File: src/rtl/irq_psw_pkg.sv
package irq_psw_pkg;
  localparam int NUM_PRIO = 3;
  localparam int LVL_W    = $clog2(NUM_PRIO + 1);
  localparam int PSW_W    = 16;
  localparam int OVF_W    = 6;
  localparam int ACC_BASE = 2;

  // field positions in the packed word
  localparam int EN_BIT   = 14;
  localparam int CUR_LSB  = 12;
  localparam int PREV_LSB = 10;
  localparam int PAR_BIT  = 6;
  localparam int OVF_LSB  = 0;

  typedef logic [LVL_W-1:0] lvl_t;
endpackage

File: src/rtl/irq_accept.sv
module irq_accept
  import irq_psw_pkg::*;
(
  input  logic                clk_i,
  input  logic                rst_ni,
  input  logic [NUM_PRIO-1:0] pend_i,
  input  logic                trap_i,
  input  logic                en_i,
  input  lvl_t                cur_i,
  output logic                take_irq_o,
  output logic                take_trap_o,
  output lvl_t                lvl_o
);
  lvl_t top_lvl;

  always_comb begin
    top_lvl = '0;
    for (int k = 0; k < NUM_PRIO; k++) begin
      if (pend_i[k]) top_lvl = lvl_t'(k + 1);
    end
  end

  assign take_trap_o = trap_i;
  assign take_irq_o  = !trap_i && en_i && (top_lvl > cur_i);
  assign lvl_o       = take_irq_o ? top_lvl : '0;

  AST_TRAP_BYPASS: assert property (@(posedge clk_i) disable iff (!rst_ni)
    trap_i |-> (take_trap_o && !take_irq_o));
  AST_IRQ_ABOVE_LVL: assert property (@(posedge clk_i) disable iff (!rst_ni)
    take_irq_o |-> (lvl_o > cur_i && lvl_o != '0 && pend_i[lvl_o - 1'b1]));
  AST_NO_IRQ_DISABLED: assert property (@(posedge clk_i) disable iff (!rst_ni)
    !en_i |-> !take_irq_o);
  AST_ONE_TAKE: assert property (@(posedge clk_i) disable iff (!rst_ni)
    $onehot0({take_irq_o, take_trap_o}));
endmodule

File: src/rtl/irq_level_ctl.sv
module irq_level_ctl
  import irq_psw_pkg::*;
(
  input  logic clk_i,
  input  logic rst_ni,
  input  logic take_irq_i,
  input  lvl_t take_lvl_i,
  input  logic dis_i,
  input  logic ena_i,
  input  logic iret_i,
  input  logic wr_en_i,
  input  lvl_t wr_cur_i,
  input  lvl_t wr_prev_i,
  output logic en_o,
  output lvl_t cur_o,
  output lvl_t prev_o
);
  always_ff @(posedge clk_i or negedge rst_ni) begin
    if (!rst_ni) begin
      en_o   <= 1'b0;
      cur_o  <= '0;
      prev_o <= '0;
    end else if (take_irq_i) begin
      prev_o <= cur_o;
      cur_o  <= take_lvl_i;
      en_o   <= 1'b0;
    end else if (iret_i) begin
      cur_o  <= prev_o;
      en_o   <= 1'b1;
    end else begin
      if (dis_i)      en_o <= 1'b0;
      else if (ena_i) en_o <= 1'b1;
      if (wr_en_i) begin
        cur_o  <= wr_cur_i;
        prev_o <= wr_prev_i;
      end
    end
  end

  AST_ACCEPT_NEST: assert property (@(posedge clk_i) disable iff (!rst_ni)
    take_irq_i |=> (!en_o && cur_o == $past(take_lvl_i) && prev_o == $past(cur_o)));
  AST_IRET_RESTORE: assert property (@(posedge clk_i) disable iff (!rst_ni)
    (iret_i && !take_irq_i) |=> (en_o && cur_o == $past(prev_o) && $stable(prev_o)));
  AST_DIS_CLEARS: assert property (@(posedge clk_i) disable iff (!rst_ni)
    (dis_i && !iret_i) |=> !en_o);
endmodule

File: src/rtl/irq_flag_bank.sv
module irq_flag_bank
  import irq_psw_pkg::*;
#(
  parameter int IDX_W   = 3,
  parameter int SHIFT_W = 32
) (
  input  logic               clk_i,
  input  logic               rst_ni,
  input  logic               ovf_vld_i,
  input  logic [IDX_W-1:0]   ovf_idx_i,
  input  logic               sat_mode_i,
  input  logic               wr_en_i,
  input  logic [OVF_W-1:0]   wr_flags_i,
  input  logic               shift_vld_i,
  input  logic [SHIFT_W-1:0] shift_res_i,
  output logic [OVF_W-1:0]   ovf_o,
  output logic               par_o
);
  for (genvar g = 0; g < OVF_W; g++) begin : g_flag
    localparam logic [IDX_W-1:0] MY_IDX = IDX_W'(ACC_BASE + g);
    logic hit;
    assign hit = ovf_vld_i && !sat_mode_i && (ovf_idx_i == MY_IDX);

    always_ff @(posedge clk_i or negedge rst_ni) begin
      if (!rst_ni)      ovf_o[g] <= 1'b0;
      else if (hit)     ovf_o[g] <= 1'b1;
      else if (wr_en_i) ovf_o[g] <= wr_flags_i[g];
    end

    AST_OVF_STICKY: assert property (@(posedge clk_i) disable iff (!rst_ni)
      (ovf_o[g] && !wr_en_i) |=> ovf_o[g]);
    AST_OVF_SAT_MASK: assert property (@(posedge clk_i) disable iff (!rst_ni)
      (!ovf_o[g] && !wr_en_i && sat_mode_i) |=> !ovf_o[g]);
  end

  always_ff @(posedge clk_i or negedge rst_ni) begin
    if (!rst_ni)          par_o <= 1'b0;
    else if (shift_vld_i) par_o <= ~^shift_res_i;
  end

  AST_PAR_HOLD: assert property (@(posedge clk_i) disable iff (!rst_ni)
    !shift_vld_i |=> $stable(par_o));
endmodule

File: src/rtl/irq_status_word.sv
module irq_status_word
  import irq_psw_pkg::*;
#(
  parameter int IDX_W   = 3,
  parameter int SHIFT_W = 32
) (
  input  logic                clk_i,
  input  logic                rst_ni,
  input  logic [NUM_PRIO-1:0] irq_pend_i,
  input  logic                trap_pend_i,
  input  logic                dis_i,
  input  logic                ena_i,
  input  logic                iret_i,
  input  logic                wr_en_i,
  input  logic [PSW_W-1:0]    wr_data_i,
  input  logic                ovf_vld_i,
  input  logic [IDX_W-1:0]    ovf_idx_i,
  input  logic                sat_mode_i,
  input  logic                shift_vld_i,
  input  logic [SHIFT_W-1:0]  shift_res_i,
  output logic                take_irq_o,
  output logic                take_trap_o,
  output logic [LVL_W-1:0]    take_lvl_o,
  output logic [PSW_W-1:0]    psw_o
);
  logic             en;
  lvl_t             cur, prev, acc_lvl;
  logic [OVF_W-1:0] ovf;
  logic             par;

  irq_accept u_accept (
    .clk_i       (clk_i),
    .rst_ni      (rst_ni),
    .pend_i      (irq_pend_i),
    .trap_i      (trap_pend_i),
    .en_i        (en),
    .cur_i       (cur),
    .take_irq_o  (take_irq_o),
    .take_trap_o (take_trap_o),
    .lvl_o       (acc_lvl)
  );

  irq_level_ctl u_level (
    .clk_i      (clk_i),
    .rst_ni     (rst_ni),
    .take_irq_i (take_irq_o),
    .take_lvl_i (acc_lvl),
    .dis_i      (dis_i),
    .ena_i      (ena_i),
    .iret_i     (iret_i),
    .wr_en_i    (wr_en_i),
    .wr_cur_i   (wr_data_i[CUR_LSB +: LVL_W]),
    .wr_prev_i  (wr_data_i[PREV_LSB +: LVL_W]),
    .en_o       (en),
    .cur_o      (cur),
    .prev_o     (prev)
  );

  irq_flag_bank #(
    .IDX_W   (IDX_W),
    .SHIFT_W (SHIFT_W)
  ) u_flags (
    .clk_i       (clk_i),
    .rst_ni      (rst_ni),
    .ovf_vld_i   (ovf_vld_i),
    .ovf_idx_i   (ovf_idx_i),
    .sat_mode_i  (sat_mode_i),
    .wr_en_i     (wr_en_i),
    .wr_flags_i  (wr_data_i[OVF_LSB +: OVF_W]),
    .shift_vld_i (shift_vld_i),
    .shift_res_i (shift_res_i),
    .ovf_o       (ovf),
    .par_o       (par)
  );

  assign take_lvl_o = acc_lvl;

  always_comb begin
    psw_o                       = '0;
    psw_o[EN_BIT]               = en;
    psw_o[CUR_LSB +: LVL_W]     = cur;
    psw_o[PREV_LSB +: LVL_W]    = prev;
    psw_o[PAR_BIT]              = par;
    psw_o[OVF_LSB +: OVF_W]     = ovf;
  end

  AST_WRITE_KEEPS_EN: assert property (@(posedge clk_i) disable iff (!rst_ni)
    (wr_en_i && !dis_i && !ena_i && !iret_i && !take_irq_o) |=> $stable(psw_o[EN_BIT]));
  AST_WRITE_LEVELS: assert property (@(posedge clk_i) disable iff (!rst_ni)
    (wr_en_i && !iret_i && !take_irq_o) |=>
      (psw_o[CUR_LSB +: LVL_W] == $past(wr_data_i[CUR_LSB +: LVL_W]) &&
       psw_o[PREV_LSB +: LVL_W] == $past(wr_data_i[PREV_LSB +: LVL_W])));
endmodule

File: config.mk
export PLATFORM = sky130hd
export DESIGN_NAME = irq_status_word
export DESIGN_NICKNAME = d
export VERILOG_FILES = /design/src/rtl/irq_psw_pkg.sv /design/src/rtl/irq_accept.sv /design/src/rtl/irq_level_ctl.sv /design/src/rtl/irq_flag_bank.sv /design/src/rtl/irq_status_word.sv
export SDC_FILE = /design/constraint.sdc
export NUM_CORES = 1
export LEC_CHECK = 0
export ABC_AREA = 1
export BUFFER_PORTS_ARGS = -buffer_cell sky130_fd_sc_hd__buf_2
export CORE_UTILIZATION = 46
export CTS_CLUSTER_DIAMETER = 150
export DETAILED_ROUTE_END_ITERATION = 7
export PLACE_DENSITY = 0.82
export RECOVER_POWER = 50
export SLEW_MARGIN = 20
export SYNTH_ARGS = -nofsm -noshare
export SYNTH_HDL_FRONTEND = slang
export SYNTH_SLANG_ARGS = --single-unit
File: constraint.sdc
create_clock -name clk_i -period 3.1 [get_ports clk_i]
set_clock_uncertainty 0.1 [all_clocks]
set_input_delay 0.93 -clock clk_i [delete_from_list [all_inputs] [get_ports clk_i]]
set_output_delay 0.93 -clock clk_i [all_outputs]
set_load 0.02 [all_outputs]
==> results of run 1 <==
sequential cells by signal, summed over array words and instances, names as in the netlist:
signal          cells
u_level.cur_o       2
u_flags.ovf_o       6
u_level.prev_o      2
u_flags.par_o       1
u_level.en_o        1
worst reg2reg max path: cells and delay by family, from the launching register on:
kind / cells / cell delay [ns]
and+or+nand+nor: 5 / 0.44
DFF: 1 / 0.38
buffers and inverters: 3 / 0.36
AOI/OAI and AO/OA: 2 / 0.28
adders and majority gates: 1 / 0.22
worst paths after layout:
kind,slack [ns],startpoint,endpoint,cells after the start
max in group asynchronous,1.95,rst_ni,u_level.en_o,1
hold / removal,0.38,u_flags.par_o,u_flags.par_o,2
min in group asynchronous,0.54,rst_ni,u_level.cur_o[1],1
setup reg to reg,1.21,u_level.cur_o[1],u_level.cur_o[0],11
hold reg to reg,0.38,u_flags.par_o,u_flags.par_o,2
setup / recovery,0.04,irq_pend_i[2],take_lvl_o[1],9
area by class of cell:
cell class              instances  area [um^2]
well taps                      44         55.1
inverters                      55          206
clock buffers                   3         22.5
fillers                       309         1110
flip-flops and latches         12          300
repair buffers                 77          402
multi-input cells             250         1060
cell usage in the layout, fill, tap and decap left out, types with 5 or more instances in the layout:
cell and count:
buf_2 69, buf_4 5, dfrtp_1 12, inv_1 44, inv_2 11, nand2_1 183, nand2_2 12, nand3_1 10
nor2_1 16, o21ai_0 7
what timing repair did:
action,4_1_cts,5_1_grt
setup buffers,1,0
hold buffers,0,0
hold endpoints to repair,0,0
pin swaps,1,4
setup endpoints to repair,2,2
resized for setup,7,3
stage by stage:
stage          hold WS [ns]  instance area [um^2]  total power, uW
2_1_floorplan         0.349                  1590              512
3_3_place_gp          0.360                  1980              645
3_5_place_dp          0.371                  1980              653
4_1_cts               0.386                  2030              761
5_1_grt               0.399                  2040              843
6_report              0.378                  2040              767
metal layers:
| layer | track usage (%) | share of wire (%) |
|---|---|---|
| met2 | 36.9 | 49 |
| met3 | 1.28 | 3.9 |
| met1 | 23.5 | 46 |
| met4 | 6.49 | 1.2 |
| met5 | 0 | 0 |
power by group through the flow:
stage | registers (uW) | logic [uW] | clock network (uW)
2_1_floorplan | 260 | 253 | 0
3_3_place_gp | 222 | 423 | 0
3_5_place_dp | 222 | 431 | 0
4_1_cts | 219 | 445 | 96.3
5_1_grt | 224 | 518 | 101
6_report | 219 | 455 | 92.7
cell families after synthesis:
family          after synthesis  share of synthesized area, %
flops                        12                          19.0
simple gates                225                          56.2
other cells                   1                         0.237
fa+ha+maj                     2                          1.58
buf+inv                      63                          16.7
compound gates               19                          6.32
==> reports/metrics.yaml, run 1 <==
run_status:
  run_status: "complete, no violations"
drt:
  wl_mm: 3.42
  dr.pass1.iters: 4
  vias_per_cell: 4.43
  drtIter0Drc: 104
  postRouteAntennaNets: 0
  drc_errors: 0
  dr_total_vias: 1952
  wl_per_cell_um: 7.76
synth:
  synth_top_area_cell: "nand2_1"
  syn_area_mm2: 0.00158
  synth_cell_type_count: 19
  synth_flop_cell: "dfrtp_1"
  yosysTopAreaCellShare_pct: 43.6
  synthCells: 322
  synth_edf_count: 0
  ys_seq_area_share_pct: 19.0
  yosysWarnings: 0
  syn_avg_cell_area_um2: 4.92
  ys_ff_latch: 12
  netlist_top_cells_count: "nand2_1 (184), inv_1 (45), nor2_1 (18)"
  yosysMostFrequentCell: "nand2_1"
  ys_async_sr_fraction_pct: 100
  synthTopCellsByArea: "nand2_1 (44%), dfrtp_1 (19%), inv_1 (11%)"
grt:
  grt_max_degree: 13
  first_global_vias: 1585
  grt_overflow: 0
  track_usage_pct: 19.6
  grt_pass1_wl_mm: 5.66
  antenna_found_initial: 0
die:
  start_util_pct: 50.2
  die_h_um: 60.7
  ios: 84
  dieWidth_um: 60.7
  rows: 20
  die_area_mm2: 0.00368
  coreArea_mm2: 0.00315
timing:
  final_max_slew_viol_count: 0
  fmax_ghz: 0.327
  min_period_ns: 3.06
  setup_violations: 0
  period_share_pct: 98.7
  finalHoldViolCount: 0
  worst_slack_ns: 0.0413
  fin_tns_setup_ns: 0
  slew_headroom_pct: 58.7
  worst_pin_slew_ns: 0.620
power_and_ir_drop:
  power_per_cell_area_mw_per_mm2: 375
  swShare_pct: 46.0
  p_int_uw: 414
  switchingPower_uw: 352
  leakagePower_uw: 0.00140
  ir_drop_uv: 133
  clkPwrFrac_pct: 12.1
  combPwrFrac_pct: 59.3
  p_seq_share_pct: 28.6
clock_tree:
  cts_tree: "done"
  cts_sinks: 12
  h-tree-depth: 1
  clkLatencyLatePin_ns: 0.27
  cts_buffers: 3
  root_buffer: "clkbuf_4"
  cts_buffer_depth: 2
  cts.reportedPaths.clkPinSlew_ns: 0.07
layout:
  diodes: 0
  area_growth_pct: 29.1
  fin_util_pct: 64.8
  instances_no_fill: 441
  drive_gt1_share_pct: 27.0
  final_nets: 465
critical_path:
  crit_family: "buffers and inverters"
  crit_path_start_kind: "input port"
  cp.required_ns: 2.07
  worstSetupEndpointType: "output port"
  path_common_cell: "nand2_2"
  crit_fanout: 4
  path_cells: "buf_2 > inv_1 > nand2_2 > ha_4 > a21oi_1 > nor2_2 > nand2_2 > a21oi_2 > buf_6"
  cpPeakStageDelay_ns: 0.26
  cp.arrival_ns: 2.03
  crit_slowest_cell: "ha_4"
  crit_type: "input port to output port"
  path_buf_inv: 3
placed_design:
  globalplace.congestion: 0.857
  dp_slack_ns: -0.0698
  hpwl_mm: 2.97
  dp.cells: 437
  numPortBuffers: 73
run:
  maxCapViolCount: 0
worst_hold_path:
  hold_class: "register to register"
Power figures use the tool's default switching activity.
==> inputs of run 2 (changes only) <==
==> constraint.sdc (replaced) <==
create_clock -name clk_i -period 3.2 [get_ports clk_i]
set_clock_uncertainty 0.1 [all_clocks]
set_input_delay 0.96 -clock clk_i [delete_from_list [all_inputs] [get_ports clk_i]]
set_output_delay 0.96 -clock clk_i [all_outputs]
set_load 0.02 [all_outputs]
==> run 2 against run 1 <==
Effect of this change: critical path depth stayed put; clock power is 4.2% lower; sequential share of layout area is 0.16 points lower.
==> reports/metrics.yaml, run 2 (synthesized netlist as in run 1, its figures left out) <==
layout:
  largest_reg_flops: 6
  final_cell_mix: "nand2_1 (182), buf_2 (67), inv_1 (42)"
  drive_gt1_share_pct: 27.5
  layout_commonest_cell: "nand2_1"
  final_nets: 464
  num-fill-cells: 313
  area_growth_pct: 30.5
  diodes: 0
  reg_top3: "u_flags.ovf_o: 6 flops, u_level.cur_o: 2 flops, u_level.prev_o: 2 flops"
  instances_no_fill: 440
  regMostFlops: "u_flags.ovf_o"
drt:
  wl_per_cell_um: 8.21
  vias_per_cell: 4.49
  wl_mm: 3.61
  postRouteAntennaNets: 0
  dr_total_vias: 1975
  drc_errors: 0
  drtIter0Drc: 106
  dr.pass1.iters: 4
placed_design:
  numPortBuffers: 73
  hpwl_mm: 2.99
  dp_slack_ns: -0.0293
  globalplace.congestion: 0.867
  dp.cells: 437
timing:
  worst_slack_ns: 0.0530
  fin_tns_setup_ns: 0
  final_max_slew_viol_count: 0
  finalHoldViolCount: 0
  slew_headroom_pct: 56.7
  min_period_ns: 3.15
  worst_pin_slew_ns: 0.650
  fmax_ghz: 0.318
  period_share_pct: 98.3
  setup_violations: 0
critical_path:
  crit_family: "buffers and inverters"
  cp.required_ns: 2.14
  crit_fanout: 4
  crit_path_start_kind: "input port"
  crit_type: "input port to output port"
  path_buf_inv: 3
  cp.arrival_ns: 2.09
  path_cells: "buf_2 > inv_2 > nand2_2 > ha_4 > a21oi_1 > nor2_2 > nand2_2 > a21oi_2 > buf_6"
  path_common_cell: "nand2_2"
  worstSetupEndpointType: "output port"
  crit_slowest_cell: "ha_4"
  cpPeakStageDelay_ns: 0.27
run:
  maxCapViolCount: 0
die:
  die_area_mm2: 0.00368
  coreArea_mm2: 0.00315
  die_h_um: 60.7
  start_util_pct: 50.2
  ios: 84
  rows: 20
  dieWidth_um: 60.7
clock_tree:
  cts_tree: "done"
  h-tree-depth: 1
  cts_sinks: 12
  cts_buffers: 3
  clkLatencyLatePin_ns: 0.27
  root_buffer: "clkbuf_4"
  cts_hold_buffers: 0
  cts_buffer_depth: 2
  cts.reportedPaths.clkPinSlew_ns: 0.07
grt:
  grt_overflow: 0
  antenna_found_initial: 0
  first_global_vias: 1616
  track_usage_pct: 19.4
  grt_pass1_wl_mm: 5.68
  grt_max_degree: 13
power_and_ir_drop:
  p_total_uw: 763
  leakagePower_uw: 0.00139
  ir_drop_uv: 110
  power_per_cell_area_mw_per_mm2: 369
run_status:
  run_status: "complete, no violations"
worst_hold_path:
  hold_class: "register to register"
run 2: worst register-to-register path, stage by stage (launching register included):
cell,delay (ns)
dfrtp_1,0.38
inv_1,0.15
ha_4,0.23
a21oi_1,0.18
nor2_2,0.07
nand2_2,0.10
buf_4,0.15
nand2_1,0.08
nor2_1,0.12
inv_1,0.08
o21ai_0,0.08
nand2_1,0.07
run 2: cell type report:
cell class	instances	area, um^2	area share, %
clock buffer	3	22.5	1.09
timing repair buffer	76	399	19.3
inverter	55	209	10.1
tap	44	55.1	2.67
multi-input combinational	250	1080	52.3
sequential	12	300	14.5
run 2: per-layer routing:
layer	wire length, um	GRT usage, %	share of wire, %
met5	0	0	0
met4	11	4.55	0.30
met3	154	2.35	4.3
met2	1820	36.9	50
met1	1630	23.2	45
run 2: repair_timing:
action / CTS / global route
pin swaps: 0 / 3
endpoints found under the setup margin: 2 / 3
gates resized for setup: 2 / 15
setup buffers: 0 / 0
run 2: per-stage QoR:
stage / instance area [um^2] / util (%) / hold slack [ns]
after floorplan: 1590 / - / 0.349
after global routing: 2070 / 65.5 / 0.420
after detailed placement: 1980 / 62.8 / 0.372
after CTS: 2010 / 63.7 / 0.388
after global placement: 1980 / 62.8 / 0.361
final: 2070 / 65.5 / 0.384
run 2: report_power, final:
| part | switching, uW | internal, uW | total [uW] |
|---|---|---|---|
| clock | 45.4 | 43.5 | 88.8 |
| sequential | 28.6 | 188 | 217 |
| combinational | 280 | 177 | 457 |
| total | 354 | 409 | 763 |
run 2: final timing paths:
check	start	slack (ns)	cells after the start	endpoint
min in group asynchronous	rst_ni	0.59	1	u_flags.ovf_o[4]
max	irq_pend_i[2]	0.05	9	take_lvl_o[1]
max reg2reg	u_level.cur_o[1]	1.29	11	u_level.cur_o[0]
max in group asynchronous	rst_ni	1.99	1	u_flags.ovf_o[1]
min	u_flags.par_o	0.38	2	u_flags.par_o
min reg2reg	u_flags.par_o	0.38	2	u_flags.par_o
==> inputs of run 3 (changes only) <==
--- a/config.mk
+++ b/config.mk
@@ -12,7 +12,8 @@
 export DETAILED_ROUTE_END_ITERATION = 7
 export PLACE_DENSITY = 0.82
 export RECOVER_POWER = 50
-export SLEW_MARGIN = 20
+export SETUP_SLACK_MARGIN = 0.15
+export SLEW_MARGIN = 40
 export SYNTH_ARGS = -nofsm -noshare
 export SYNTH_HDL_FRONTEND = slang
 export SYNTH_SLANG_ARGS = --single-unit
==> run 3 against run 2 <==
Effect of this change: sequential power about the same; sequential cell count unchanged; total power up 2.3%; worst setup slack better by 0.021 ns; cell count up 1.8%; final area up 3.4%; routed wire length up 1.3%; worst hold slack better by 0.00052 ns; clock power up 2.4%; register-to-register slack worse by 0.18 ns; critical path type unchanged; largest cell class unchanged; highest routed layer unchanged.
==> reports/metrics.yaml, run 3 (synthesized netlist as in run 1, its figures left out) <==
clock_tree:
  cts_buffers: 3
  h-tree-depth: 1
  root_buffer: "clkbuf_4"
  cts_buffer_depth: 2
  clkLatencyLatePin_ns: 0.27
  cts.reportedPaths.clkPinSlew_ns: 0.07
  cts_sinks: 12
  cts_hold_buffers: 0
  cts_tree: "done"
placed_design:
  numPortBuffers: 73
  globalplace.congestion: 0.788
  dp_slack_ns: -0.0590
  hpwl_mm: 2.99
  placed_area_mm2: 0.00200
die:
  rows: 20
  coreArea_mm2: 0.00315
  die_area_mm2: 0.00368
  dieWidth_um: 60.7
  ios: 84
  die_h_um: 60.7
  start_util_pct: 50.2
critical_path:
  crit_fanout: 4
  startpoint: "irq_pend_i[0]"
  worstSetupEndpointType: "output port"
  cp.required_ns: 2.14
  crit_path_start_kind: "input port"
  cp.arrival_ns: 2.07
  crit_type: "input port to output port"
  r2r_start: "u_level.cur_o[1]"
worst_hold_path:
  hold_class: "register to register"
  min_from: "u_flags.par_o"
grt:
  grt_max_degree: 13
  met1_usage_pct: 24.0
  track_usage_pct: 20.7
  grt_overflow: 0
  grt-busiest-layer: "met2"
  use_met2_pct: 38.5
  antenna_found_initial: 0
  grtUsageMet3_pct: 2.35
  first_global_vias: 1697
  grt_pass1_wl_mm: 5.94
power_and_ir_drop:
  leakagePower_uw: 0.00144
  ir_drop_uv: 139
  power_per_cell_area_mw_per_mm2: 365
run:
  maxCapViolCount: 0
layout:
  reg_top3: "u_flags.ovf_o: 6 flops, u_level.cur_o: 2 flops, u_level.prev_o: 2 flops"
  final_cell_mix: "nand2_1 (183), buf_2 (64), inv_1 (43)"
  largest_reg_flops: 6
  regMostFlops: "u_flags.ovf_o"
  final_nets: 472
  layout_commonest_cell: "nand2_1"
  diodes: 0
  area_growth_pct: 34.9
  num-fill-cells: 310
  drive_gt1_share_pct: 28.2
  stdcell_area_mm2: 0.00214
drt:
  wl_mm: 3.66
  wl_per_cell_um: 8.16
  dr.pass1.iters: 4
  drtIter0Drc: 99
  drc_errors: 0
  dr_total_vias: 2005
  postRouteAntennaNets: 0
  vias_per_cell: 4.48
timing:
  worst_slack_ns: 0.0743
  final_max_slew_viol_count: 0
  period_share_pct: 97.7
  finalHoldViolCount: 0
  worst_pin_slew_ns: 0.617
  rsz0062_at_grt: "yes"
  min_period_ns: 3.13
  fmax_ghz: 0.320
  setup_violations: 0
  slew_headroom_pct: 58.9
run_status:
  run_status: "complete, no violations"
## run 3: per-layer routing
metal	wire, um	vias to the layer above
met3	233	10
met4	70	0
met1	1590	830
met5	0	-
met2	1770	64
li1	-	1101
## run 3: repair_timing
item                                    CTS  global route
buffers inserted                          4             2
pin swaps                                 5             5
endpoints found under the setup margin    3             3
resized for setup                        10            10
## run 3: cell type report
type                       count  area (um^2)  area share (%)
clock buffer                   3         22.5            1.05
inverter                      55          211            9.90
multi-input combinational    250         1060            49.9
sequential                    12          300            14.1
tap                           44         55.1            2.58
timing repair buffer          84          482            22.6
## run 3: worst paths after layout
check	endpoint	cells after the start	slack [ns]
worst max register to register	u_level.cur_o[0]	13	1.11
worst max-delay path	take_lvl_o[1]	9	0.07
max in group asynchronous	u_flags.ovf_o[3]	1	2.03
min in group asynchronous	u_level.prev_o[0]	1	0.57
worst min register to register	u_flags.par_o	2	0.38
worst min-delay path	u_flags.par_o	2	0.38
## run 3: power breakdown
group / total, uW / switching [uW] / internal, uW
clock: 90.9 / 47.4 / 43.5
sequential: 214 / 26.1 / 188
combinational: 475 / 283 / 192
## run 3: metrics by stage
| stage | setup TNS [ns] | hold WS, ns | power, uW | util, % | std cells |
|---|---|---|---|---|---|
| final | 0 | 0.385 | 780 | 67.7 | 448 |
| after global routing | 0 | 0.429 | 861 | 67.7 | 448 |
| after CTS | 0 | 0.386 | 762 | 66.2 | 446 |
| after detailed placement | -0.0821 | 0.369 | 641 | 63.5 | 439 |
| after global placement | 0 | 0.365 | 628 | 63.5 | 439 |
| after floorplan | 0 | 0.349 | 499 | - | 325 |
## run 3: critical path: stages
cell and delay (ns):
buf_8 0.10, a21oi_4 0.14, ha_1 0.24, nand2_1 0.07
inv_1 0.05, nor2_2 0.12, nand2_2 0.10, a21oi_2 0.15
buf_6 0.13
